===== src/rtl/gpio_pkg.sv =====
package gpio_pkg;
  localparam int DATA_W = 16;
  localparam int ADDR_W = 4;

  localparam logic [ADDR_W-1:0] OFS_IN   = 4'h0;
  localparam logic [ADDR_W-1:0] OFS_OUT  = 4'h2;
  localparam logic [ADDR_W-1:0] OFS_DIR  = 4'h4;
  localparam logic [ADDR_W-1:0] OFS_REL  = 4'h6;
  localparam logic [ADDR_W-1:0] OFS_POL  = 4'h8;
  localparam logic [ADDR_W-1:0] OFS_IEN  = 4'hA;
  localparam logic [ADDR_W-1:0] OFS_PEND = 4'hC;
endpackage


===== src/rtl/gpio_sync.sv =====
module gpio_sync #(
  parameter int W      = 16,
  parameter int STAGES = 2
) (
  input  logic         clk_i,
  input  logic         rst_ni,
  input  logic [W-1:0] d_i,
  output logic [W-1:0] q_o
);
  logic [W-1:0] stage_q [STAGES];

  for (genvar s = 0; s < STAGES; s++) begin : g_stage
    always_ff @(posedge clk_i or negedge rst_ni) begin
      if (!rst_ni) stage_q[s] <= '0;
      else if (s == 0) stage_q[s] <= d_i;
      else stage_q[s] <= stage_q[(s == 0) ? 0 : s-1];
    end
  end

  assign q_o = stage_q[STAGES-1];
endmodule


===== src/rtl/gpio_regs.sv =====
module gpio_regs
  import gpio_pkg::*;
#(
  parameter int W = DATA_W
) (
  input  logic              clk_i,
  input  logic              rst_ni,
  input  logic              req_i,
  input  logic              we_i,
  input  logic [ADDR_W-1:0] addr_i,
  input  logic [W-1:0]      wdata_i,
  output logic [W-1:0]      rdata_o,
  input  logic [W-1:0]      in_val_i,
  input  logic [W-1:0]      pend_i,
  output logic [W-1:0]      out_o,
  output logic [W-1:0]      dir_o,
  output logic [W-1:0]      rel_o,
  output logic [W-1:0]      pol_o,
  output logic [W-1:0]      ien_o,
  output logic [W-1:0]      clr_o
);
  logic wr;
  logic hit_in, hit_out, hit_dir, hit_rel, hit_pol, hit_ien, hit_pend, addr_ok;

  assign wr       = req_i & we_i;
  assign hit_in   = (addr_i == OFS_IN);
  assign hit_out  = (addr_i == OFS_OUT);
  assign hit_dir  = (addr_i == OFS_DIR);
  assign hit_rel  = (addr_i == OFS_REL);
  assign hit_pol  = (addr_i == OFS_POL);
  assign hit_ien  = (addr_i == OFS_IEN);
  assign hit_pend = (addr_i == OFS_PEND);
  assign addr_ok  = hit_in | hit_out | hit_dir | hit_rel | hit_pol | hit_ien | hit_pend;

  always_ff @(posedge clk_i or negedge rst_ni) begin
    if (!rst_ni) begin
      out_o <= '0;
      dir_o <= '0;
      rel_o <= '0;
      pol_o <= '0;
      ien_o <= '0;
    end else if (wr) begin
      if (hit_out) out_o <= wdata_i;
      if (hit_dir) dir_o <= wdata_i;
      if (hit_rel) rel_o <= wdata_i;
      if (hit_pol) pol_o <= wdata_i;
      if (hit_ien) ien_o <= wdata_i;
    end
  end

  assign clr_o = (wr && hit_pend) ? wdata_i : '0;

  always_comb begin
    rdata_o = '0;
    if (hit_in)   rdata_o = in_val_i;
    if (hit_out)  rdata_o = out_o;
    if (hit_dir)  rdata_o = dir_o;
    if (hit_rel)  rdata_o = rel_o;
    if (hit_pol)  rdata_o = pol_o;
    if (hit_ien)  rdata_o = ien_o;
    if (hit_pend) rdata_o = pend_i;
  end

  assert_wr_dir_R2: assert property (@(posedge clk_i) disable iff (!rst_ni)
    (req_i && we_i && addr_i == OFS_DIR) |=> (dir_o == $past(wdata_i)));

  assert_undef_ignored_R9: assert property (@(posedge clk_i) disable iff (!rst_ni)
    (req_i && we_i && (!addr_ok || addr_i == OFS_IN))
      |=> $stable({out_o, dir_o, rel_o, pol_o, ien_o}));
endmodule


===== src/rtl/gpio_irq.sv =====
module gpio_irq #(
  parameter int W = 16
) (
  input  logic         clk_i,
  input  logic         rst_ni,
  input  logic [W-1:0] in_val_i,
  input  logic [W-1:0] pol_i,
  input  logic [W-1:0] ien_i,
  input  logic [W-1:0] clr_i,
  output logic [W-1:0] pend_o
);
  logic [W-1:0] prev_q, rise, fall, set_vec;

  always_ff @(posedge clk_i or negedge rst_ni) begin
    if (!rst_ni) prev_q <= '0;
    else prev_q <= in_val_i;
  end

  for (genvar n = 0; n < W; n++) begin : g_pin
    assign rise[n]    = in_val_i[n] & ~prev_q[n];
    assign fall[n]    = ~in_val_i[n] & prev_q[n];
    assign set_vec[n] = ien_i[n] & (pol_i[n] ? rise[n] : fall[n]);

    // set beats a same-cycle clear
    always_ff @(posedge clk_i or negedge rst_ni) begin
      if (!rst_ni) pend_o[n] <= 1'b0;
      else pend_o[n] <= set_vec[n] | (pend_o[n] & ~clr_i[n]);
    end
  end

  assert_set_wins_R8: assert property (@(posedge clk_i) disable iff (!rst_ni)
    (|set_vec) |=> ((pend_o & $past(set_vec)) == $past(set_vec)));

  assert_clear_only_by_write_R7: assert property (@(posedge clk_i) disable iff (!rst_ni)
    $past(rst_ni) |-> ((~pend_o & $past(pend_o) & ~$past(clr_i)) == '0));

  assert_disabled_no_set_R6: assert property (@(posedge clk_i) disable iff (!rst_ni)
    $past(rst_ni) |-> ((pend_o & ~$past(pend_o) & ~$past(ien_i)) == '0));
endmodule


===== src/rtl/gpio_pad_ctl.sv =====
module gpio_pad_ctl #(
  parameter int W = 16
) (
  input  logic [W-1:0] out_i,
  input  logic [W-1:0] dir_i,
  input  logic [W-1:0] rel_i,
  output logic [W-1:0] pad_o,
  output logic [W-1:0] pad_oe_o
);
  for (genvar n = 0; n < W; n++) begin : g_pin
    assign pad_oe_o[n] = dir_i[n] & ~rel_i[n];
    assign pad_o[n]    = out_i[n];
  end
endmodule


===== src/rtl/gpio16_ctrl.sv =====
module gpio16_ctrl
  import gpio_pkg::*;
#(
  parameter int NPINS       = DATA_W,
  parameter int SYNC_STAGES = 2
) (
  input  logic              clk_i,
  input  logic              rst_ni,
  input  logic              req_i,
  input  logic              we_i,
  input  logic [ADDR_W-1:0] addr_i,
  input  logic [NPINS-1:0]  wdata_i,
  output logic [NPINS-1:0]  rdata_o,
  input  logic [NPINS-1:0]  pad_i,
  output logic [NPINS-1:0]  pad_o,
  output logic [NPINS-1:0]  pad_oe_o,
  output logic              irq_o
);
  logic [NPINS-1:0] in_val, pend, out_r, dir_r, rel_r, pol_r, ien_r, clr;

  gpio_sync #(.W(NPINS), .STAGES(SYNC_STAGES)) u_sync (
    .clk_i, .rst_ni, .d_i(pad_i), .q_o(in_val)
  );

  gpio_regs #(.W(NPINS)) u_regs (
    .clk_i, .rst_ni, .req_i, .we_i, .addr_i, .wdata_i, .rdata_o,
    .in_val_i(in_val), .pend_i(pend),
    .out_o(out_r), .dir_o(dir_r), .rel_o(rel_r), .pol_o(pol_r), .ien_o(ien_r),
    .clr_o(clr)
  );

  gpio_irq #(.W(NPINS)) u_irq (
    .clk_i, .rst_ni, .in_val_i(in_val), .pol_i(pol_r), .ien_i(ien_r),
    .clr_i(clr), .pend_o(pend)
  );

  gpio_pad_ctl #(.W(NPINS)) u_pad (
    .out_i(out_r), .dir_i(dir_r), .rel_i(rel_r), .pad_o, .pad_oe_o
  );

  assign irq_o = |pend;

  assert_oe_gated_R3: assert property (@(posedge clk_i) disable iff (!rst_ni)
    ((pad_oe_o & ~dir_r) == '0) && ((pad_oe_o & rel_r) == '0));

  assert_irq_falls_on_clear_R10: assert property (@(posedge clk_i) disable iff (!rst_ni)
    $fell(irq_o) |-> $past(|clr));
endmodule


===== config.mk =====
export PLATFORM = sky130hd
export DESIGN_NAME = gpio16_ctrl
export DESIGN_NICKNAME = d
export VERILOG_FILES = /design/src/rtl/gpio_pkg.sv /design/src/rtl/gpio_sync.sv /design/src/rtl/gpio_regs.sv /design/src/rtl/gpio_irq.sv /design/src/rtl/gpio_pad_ctl.sv /design/src/rtl/gpio16_ctrl.sv
export SDC_FILE = /design/constraint.sdc
export NUM_CORES = 1
export LEC_CHECK = 0
export BUFFER_PORTS_ARGS = -buffer_cell sky130_fd_sc_hd__buf_4
export CAP_MARGIN = 20
export CELL_PAD_IN_SITES_DETAIL_PLACEMENT = 0
export CELL_PAD_IN_SITES_GLOBAL_PLACEMENT = 1
export CORE_MARGIN = 2
export CORE_UTILIZATION = 50
export CTS_BUF_LIST = sky130_fd_sc_hd__clkbuf_8 sky130_fd_sc_hd__clkbuf_16
export DETAILED_ROUTE_END_ITERATION = 16
export HOLD_SLACK_MARGIN = 0.08
export PLACE_DENSITY_LB_ADDON = 0.15
export SETUP_SLACK_MARGIN = 0.3
export SLEW_MARGIN = 20
export SYNTH_ARGS = -nofsm -noshare
export SYNTH_HDL_FRONTEND = slang
export SYNTH_HIERARCHICAL = 1
export SYNTH_SLANG_ARGS = --single-unit

===== constraint.sdc =====
create_clock -name clk_i -period 2.8 [get_ports clk_i]
set_input_delay 0.56 -clock clk_i [delete_from_list [all_inputs] [get_ports clk_i]]
set_output_delay 0.56 -clock clk_i [all_outputs]
set_load 0.01 [all_outputs]

After elaboration in Yosys (flattened, before gate mapping)
Cells that the tools add are included.
{"block": "totals", "regBits": 144, "latch_bits": 0, "ramBits": 0, "romBits": 0, "input_bits": 40, "output_inout_bits": 49, "word_cells": 223, "memories": 0}
{"block": "classes", "add_sub_neg": 0, "mul": 0, "n_div": 0, "magnitude_cmp": 0, "eq_ne": 6, "shift": 0, "n_mux": 24, "n_bitwise": 161, "reduce_logical": 8}
{"op": "$mux 16", "n": 8}
{"op": "$and 1x1->1", "n": 81}
{"op": "$not 1->1", "n": 64}
{"op": "$mux 1", "n": 16}
{"op": "$or 1x1->1", "n": 16}
{"op": "$reduce_or 16->1", "n": 1}
{"op": "$eq 4x4->1 const B", "n": 3}
{"op": "$reduce_and 2->1", "n": 5}
{"op": "$eq 4x3->1 const B", "n": 2}
{"op": "$eq 4x2->1 const B", "n": 1}
{"op": "$logic_not 4->1", "n": 1}
{"op": "$logic_and 1x1->1", "n": 1}

Depth between registers and ports, before layout
{"block": "depth", "ltp_word": 8, "depth_mapped": 7, "depth_no_buf": 5}

By module
Netlist, hierarchy kept.
{"module": "gpio_regs", "n_inst": 1, "cells_per_inst": 371, "area_per_inst_um2": 4276.6}
{"module": "gpio_irq", "n_inst": 1, "cells_per_inst": 96, "area_per_inst_um2": 1301.2}
{"module": "gpio_sync", "n_inst": 1, "cells_per_inst": 48, "area_per_inst_um2": 920.9}
{"module": "gpio_pad_ctl", "n_inst": 1, "cells_per_inst": 32, "area_per_inst_um2": 340.3}
{"module": "gpio16_ctrl", "n_inst": 1, "cells_per_inst": 5, "area_per_inst_um2": 31.3}

Worst setup path before layout
Ideal clock, no wire load.
{"block": "synth_path", "path_kind": "input to output", "start": "in addr_i[3]", "end": "out rdata_o[10]", "t_arrival_ns": 1.752, "required_ns": 2.240, "setup_slack_ns": 0.488, "stages": 6, "path_buffers": 3, "cell_sequence": "buf_4 > or2_2 > clkbuf_1 > clkbuf_1 > nor3_1 > a2bb2oi_1"}
{"block": "synth_between", "elab_chain_cells": 8, "word_cells_on_any_way": 14, "cone_classes": "6 x eq/ne; 7 x mux; 1 x reduce/logical"}
{"element": "from (decl)", "line_no": "gpio16_ctrl.sv:11", "source": "input logic [ADDR_W-1:0] addr_i,"}
{"element": "$logic_not 4->1", "line_no": "gpio_regs.sv:26", "source": "assign hit_in = (addr_i == OFS_IN);"}
{"element": "$mux 16", "line_no": "gpio_regs.sv:55", "source": "if (hit_in) rdata_o = in_val_i;"}
{"element": "$mux 16", "line_no": "gpio_regs.sv:56", "source": "if (hit_out) rdata_o = out_o;"}
{"element": "$mux 16", "line_no": "gpio_regs.sv:57", "source": "if (hit_dir) rdata_o = dir_o;"}
{"element": "$mux 16", "line_no": "gpio_regs.sv:58", "source": "if (hit_rel) rdata_o = rel_o;"}
{"element": "$mux 16", "line_no": "gpio_regs.sv:59", "source": "if (hit_pol) rdata_o = pol_o;"}
{"element": "$mux 16", "line_no": "gpio_regs.sv:60", "source": "if (hit_ien) rdata_o = ien_o;"}
{"element": "$mux 16 *", "line_no": "gpio_regs.sv:61", "source": "if (hit_pend) rdata_o = pend_i;"}
{"element": "to (decl)", "line_no": "gpio16_ctrl.sv:13", "source": "output logic [NPINS-1:0] rdata_o,"}
Mark *: on every way between the ends. The rest lies on a longest branch, timed or not.

Final worst setup path
{"block": "layout_path", "start": "in addr_i[1]", "end": "out rdata_o[7]"}
The elaborated chain is that of the path after synthesis.

==> impl_metrics.json <==
{
  "synth.avg_cell_area_sq_um": 12.45,
  "power_mw": 5.859,
  "drt_iter0_markers": 488,
  "drt-pass1-iter-count": 4,
  "critical_path_peak_fanout": 9,
  "fin_worst_skew_ns": 0.006225,
  "hpwl_um": 11650,
  "layout_common_cells": "dfrtp_1 (144), buf_4 (109), mux2_2 (68), nand2b_1 (32), nand4b_1 (31)",
  "syn_area_sq_um": 6870,
  "critPathBufInv": 3,
  "hold_viol": 0,
  "wl_met2_um": 8850,
  "p_per_area_nw_per_um2": 704.0,
  "dp_cells": 782,
  "setup_slack_ns": 0.3357,
  "antenna_found_initial": 0,
  "ctsHtreeMaxLevel": 4,
  "required_ns": 2.24,
  "dieArea_sq_um": 14690,
  "grt_pass1_wl_um": 27800,
  "dr_wl_met3_um": 1193,
  "timing.hold.ws_ns": 0.2454,
  "fp.dieH_um": 121.2,
  "worst_pin_slew_ns": 0.5165,
  "reg2reg_depth": 1,
  "io_pins": 89,
  "syn-num-nets": 592,
  "path_cells": "buf_6, or4b_4, buf_6, nor2_1, nor3_1, a2bb2oi_1, buf_4",
  "slowest_delay_ns": 0.59,
  "hp-class": "input port to flip-flop",
  "vdd_ir_drop_max_v": 0.0005113,
  "fp.dieW_um": 121.2,
  "syn_to_final_growth_pct": 21.13,
  "grt_util_all_layers_pct": 25.42,
  "path_class": "input port to output port",
  "crit_family": "simple AND/OR/NAND/NOR gates",
  "vias": 4685,
  "clockBufferDepth": 2,
  "root_buffer": "clkbuf_16",
  "globalplace.congestion": 0.7952,
  "vias_per_cell": 5.741,
  "drc": 0,
  "yosys_warnings": 6,
  "clk_pin_slew_ns": 0.06,
  "drt-wirelength-per-cell_um": 21.57,
  "cp.arrival_ns": 1.90,
  "drive_gt1_share_pct": 41.56,
  "grt_pass1_vias": 5043,
  "grt-ovfl-total": 0,
  "routed_wl_um": 17600,
  "maxSlewViolCount": 0,
  "period_share_pct": 88.01,
  "cts_tree": "built",
  "port_buffers": 88,
  "synth_cell_types": 36,
  "cp.depth": 7,
  "hold_depth": 1,
  "layoutNonFillerInstCount": 816,
  "async_reset_ff_share_pct": 100.0,
  "wl_met1_um": 7307,
  "grt_max_degree": 57,
  "fin_crit_ns": 2.464,
  "postRouteAntennaNets": 0,
  "ys_ff_latch": 144,
  "final.setup.tns_ns": 0,
  "clock.fmax_mhz": 405.8,
  "slowest_stage": "or4b_4",
  "worst_setup_path_start_kind": "input port",
  "cp_common_cell": "buf_6",
  "cap_violations": 0,
  "yosys_most_used_dff": "dfrtp_1",
  "setup_viol": 0,
  "cts-buffers-inserted": 17,
  "antennaDiodeCount": 0,
  "status": "finished clean",
  "rsz0062_at_grt": "true",
  "end_kind": "output port",
  "leakagePower_nw": 3.666,
  "core_sq_um": 13350,
  "layout_commonest_cell": "dfrtp_1",
  "synth-seq-area-share_pct": 52.45,
  "core.rowCount": 42,
  "initial_core_util_pct": 51.47,
  "routed.top_layer": "met4",
  "synth_edf_count": 0,
  "relSlewSlack_pct": 65.25,
  "nets": 667,
  "post-cts-setup-buffers": 0,
  "syn_inst": 552,
  "cts_sinks": 144,
  "clk_latency_ns": 0.42,
  "preCtsSetupSlack_ns": 0.2323
}
state kept, by name (all words and copies together), names as in the netlist:
signal / flops
u_regs/out_o: 16
u_regs/rel_o: 16
u_irq/prev_q: 16
u_sync/stage_q: 16
u_sync/q_o: 16
u_irq/pend_o: 16
u_regs/pol_o: 16
u_regs/dir_o: 16
u_regs/ien_o: 16
layer usage:
layer	track usage (%)	up-vias
met4	8.980	0
met2	41.26	149
li1	-	2144
met3	6.626	17
met5	0	-
met1	33.09	2375
through the flow:
stage	instance area [sq um]	util, %
after floorplan	6870	-
after global placement	7629	57.15
after detailed placement	7629	57.15
after CTS	8230	61.66
after global routing	8322	62.35
final	8322	62.35
what timing repair did:
item | 4_1_cts | 5_1_grt
setup endpoints to repair | 13 | 16
gates resized for setup | 3 | 18
hold buffers | 1 | 0
gates cloned | 0 | 1
hold endpoints to repair | 18 | 0
pin swaps | 0 | 0
worst paths after layout:
path / end / from / slack [ns]
max: rdata_o[7] / addr_i[1] / 0.34
min: u_sync/stage_q[18] / pad_i[2] / 0.25
max reg2reg: u_regs/dir_o[9] / u_regs/dir_o[9] / 1.96
min reg2reg: u_sync/q_o[4] / u_sync/stage_q[20] / 0.35
max in group asynchronous: u_regs/rel_o[12] / rst_ni / 1.55
min in group asynchronous: u_sync/stage_q[31] / rst_ni / 0.54
kinds of logic (layout without fill, tap and decap cells):
family | after synthesis | after routing | share of synthesized area [%]
AND/OR/NAND/NOR | 185 | 185 | 19.87
flip-flops | 144 | 144 | 52.45
buffers and inverters | 69 | 157 | 6.083
AO/OA/AOI/OAI | 74 | 74 | 7.612
multiplexers | 80 | 80 | 13.99
Yosys cell counts (15+ instances only):
| cell type | count | area, sq um |
|---|---|---|
| and2_1 | 16 | 100.1 |
| dfrtp_1 | 144 | 3603 |
| clkbuf_1 | 22 | 82.58 |
| nand4bb_1 | 16 | 180.2 |
| mux2_2 | 68 | 765.7 |
| buf_4 | 34 | 255.2 |
| nand3_1 | 16 | 80.08 |
| nor3_1 | 15 | 75.07 |
| nor2_1 | 18 | 67.56 |
| nand4b_1 | 31 | 271.5 |
| nand2b_1 | 32 | 200.2 |
| nor2b_4 | 16 | 220.2 |
| o21ai_0 | 16 | 80.08 |
layout make-up:
class,count,area (sq um)
Sequential cell,144,3603
Timing Repair Buffer,123,1018
Fill cell,1063,5026
Inverter,2,7.507
Tap cell,176,220.2
Multi-Input combinational cell,339,2890
Clock inverter,14,142.6
Clock buffer,18,439.2
power breakdown:
group	internal, mW	total, mW	switching (mW)
combinational	0.573	0.974	0.401
sequential	2.38	2.68	0.297
clock	1.33	2.20	0.873
Power figures use the tool's default switching activity.
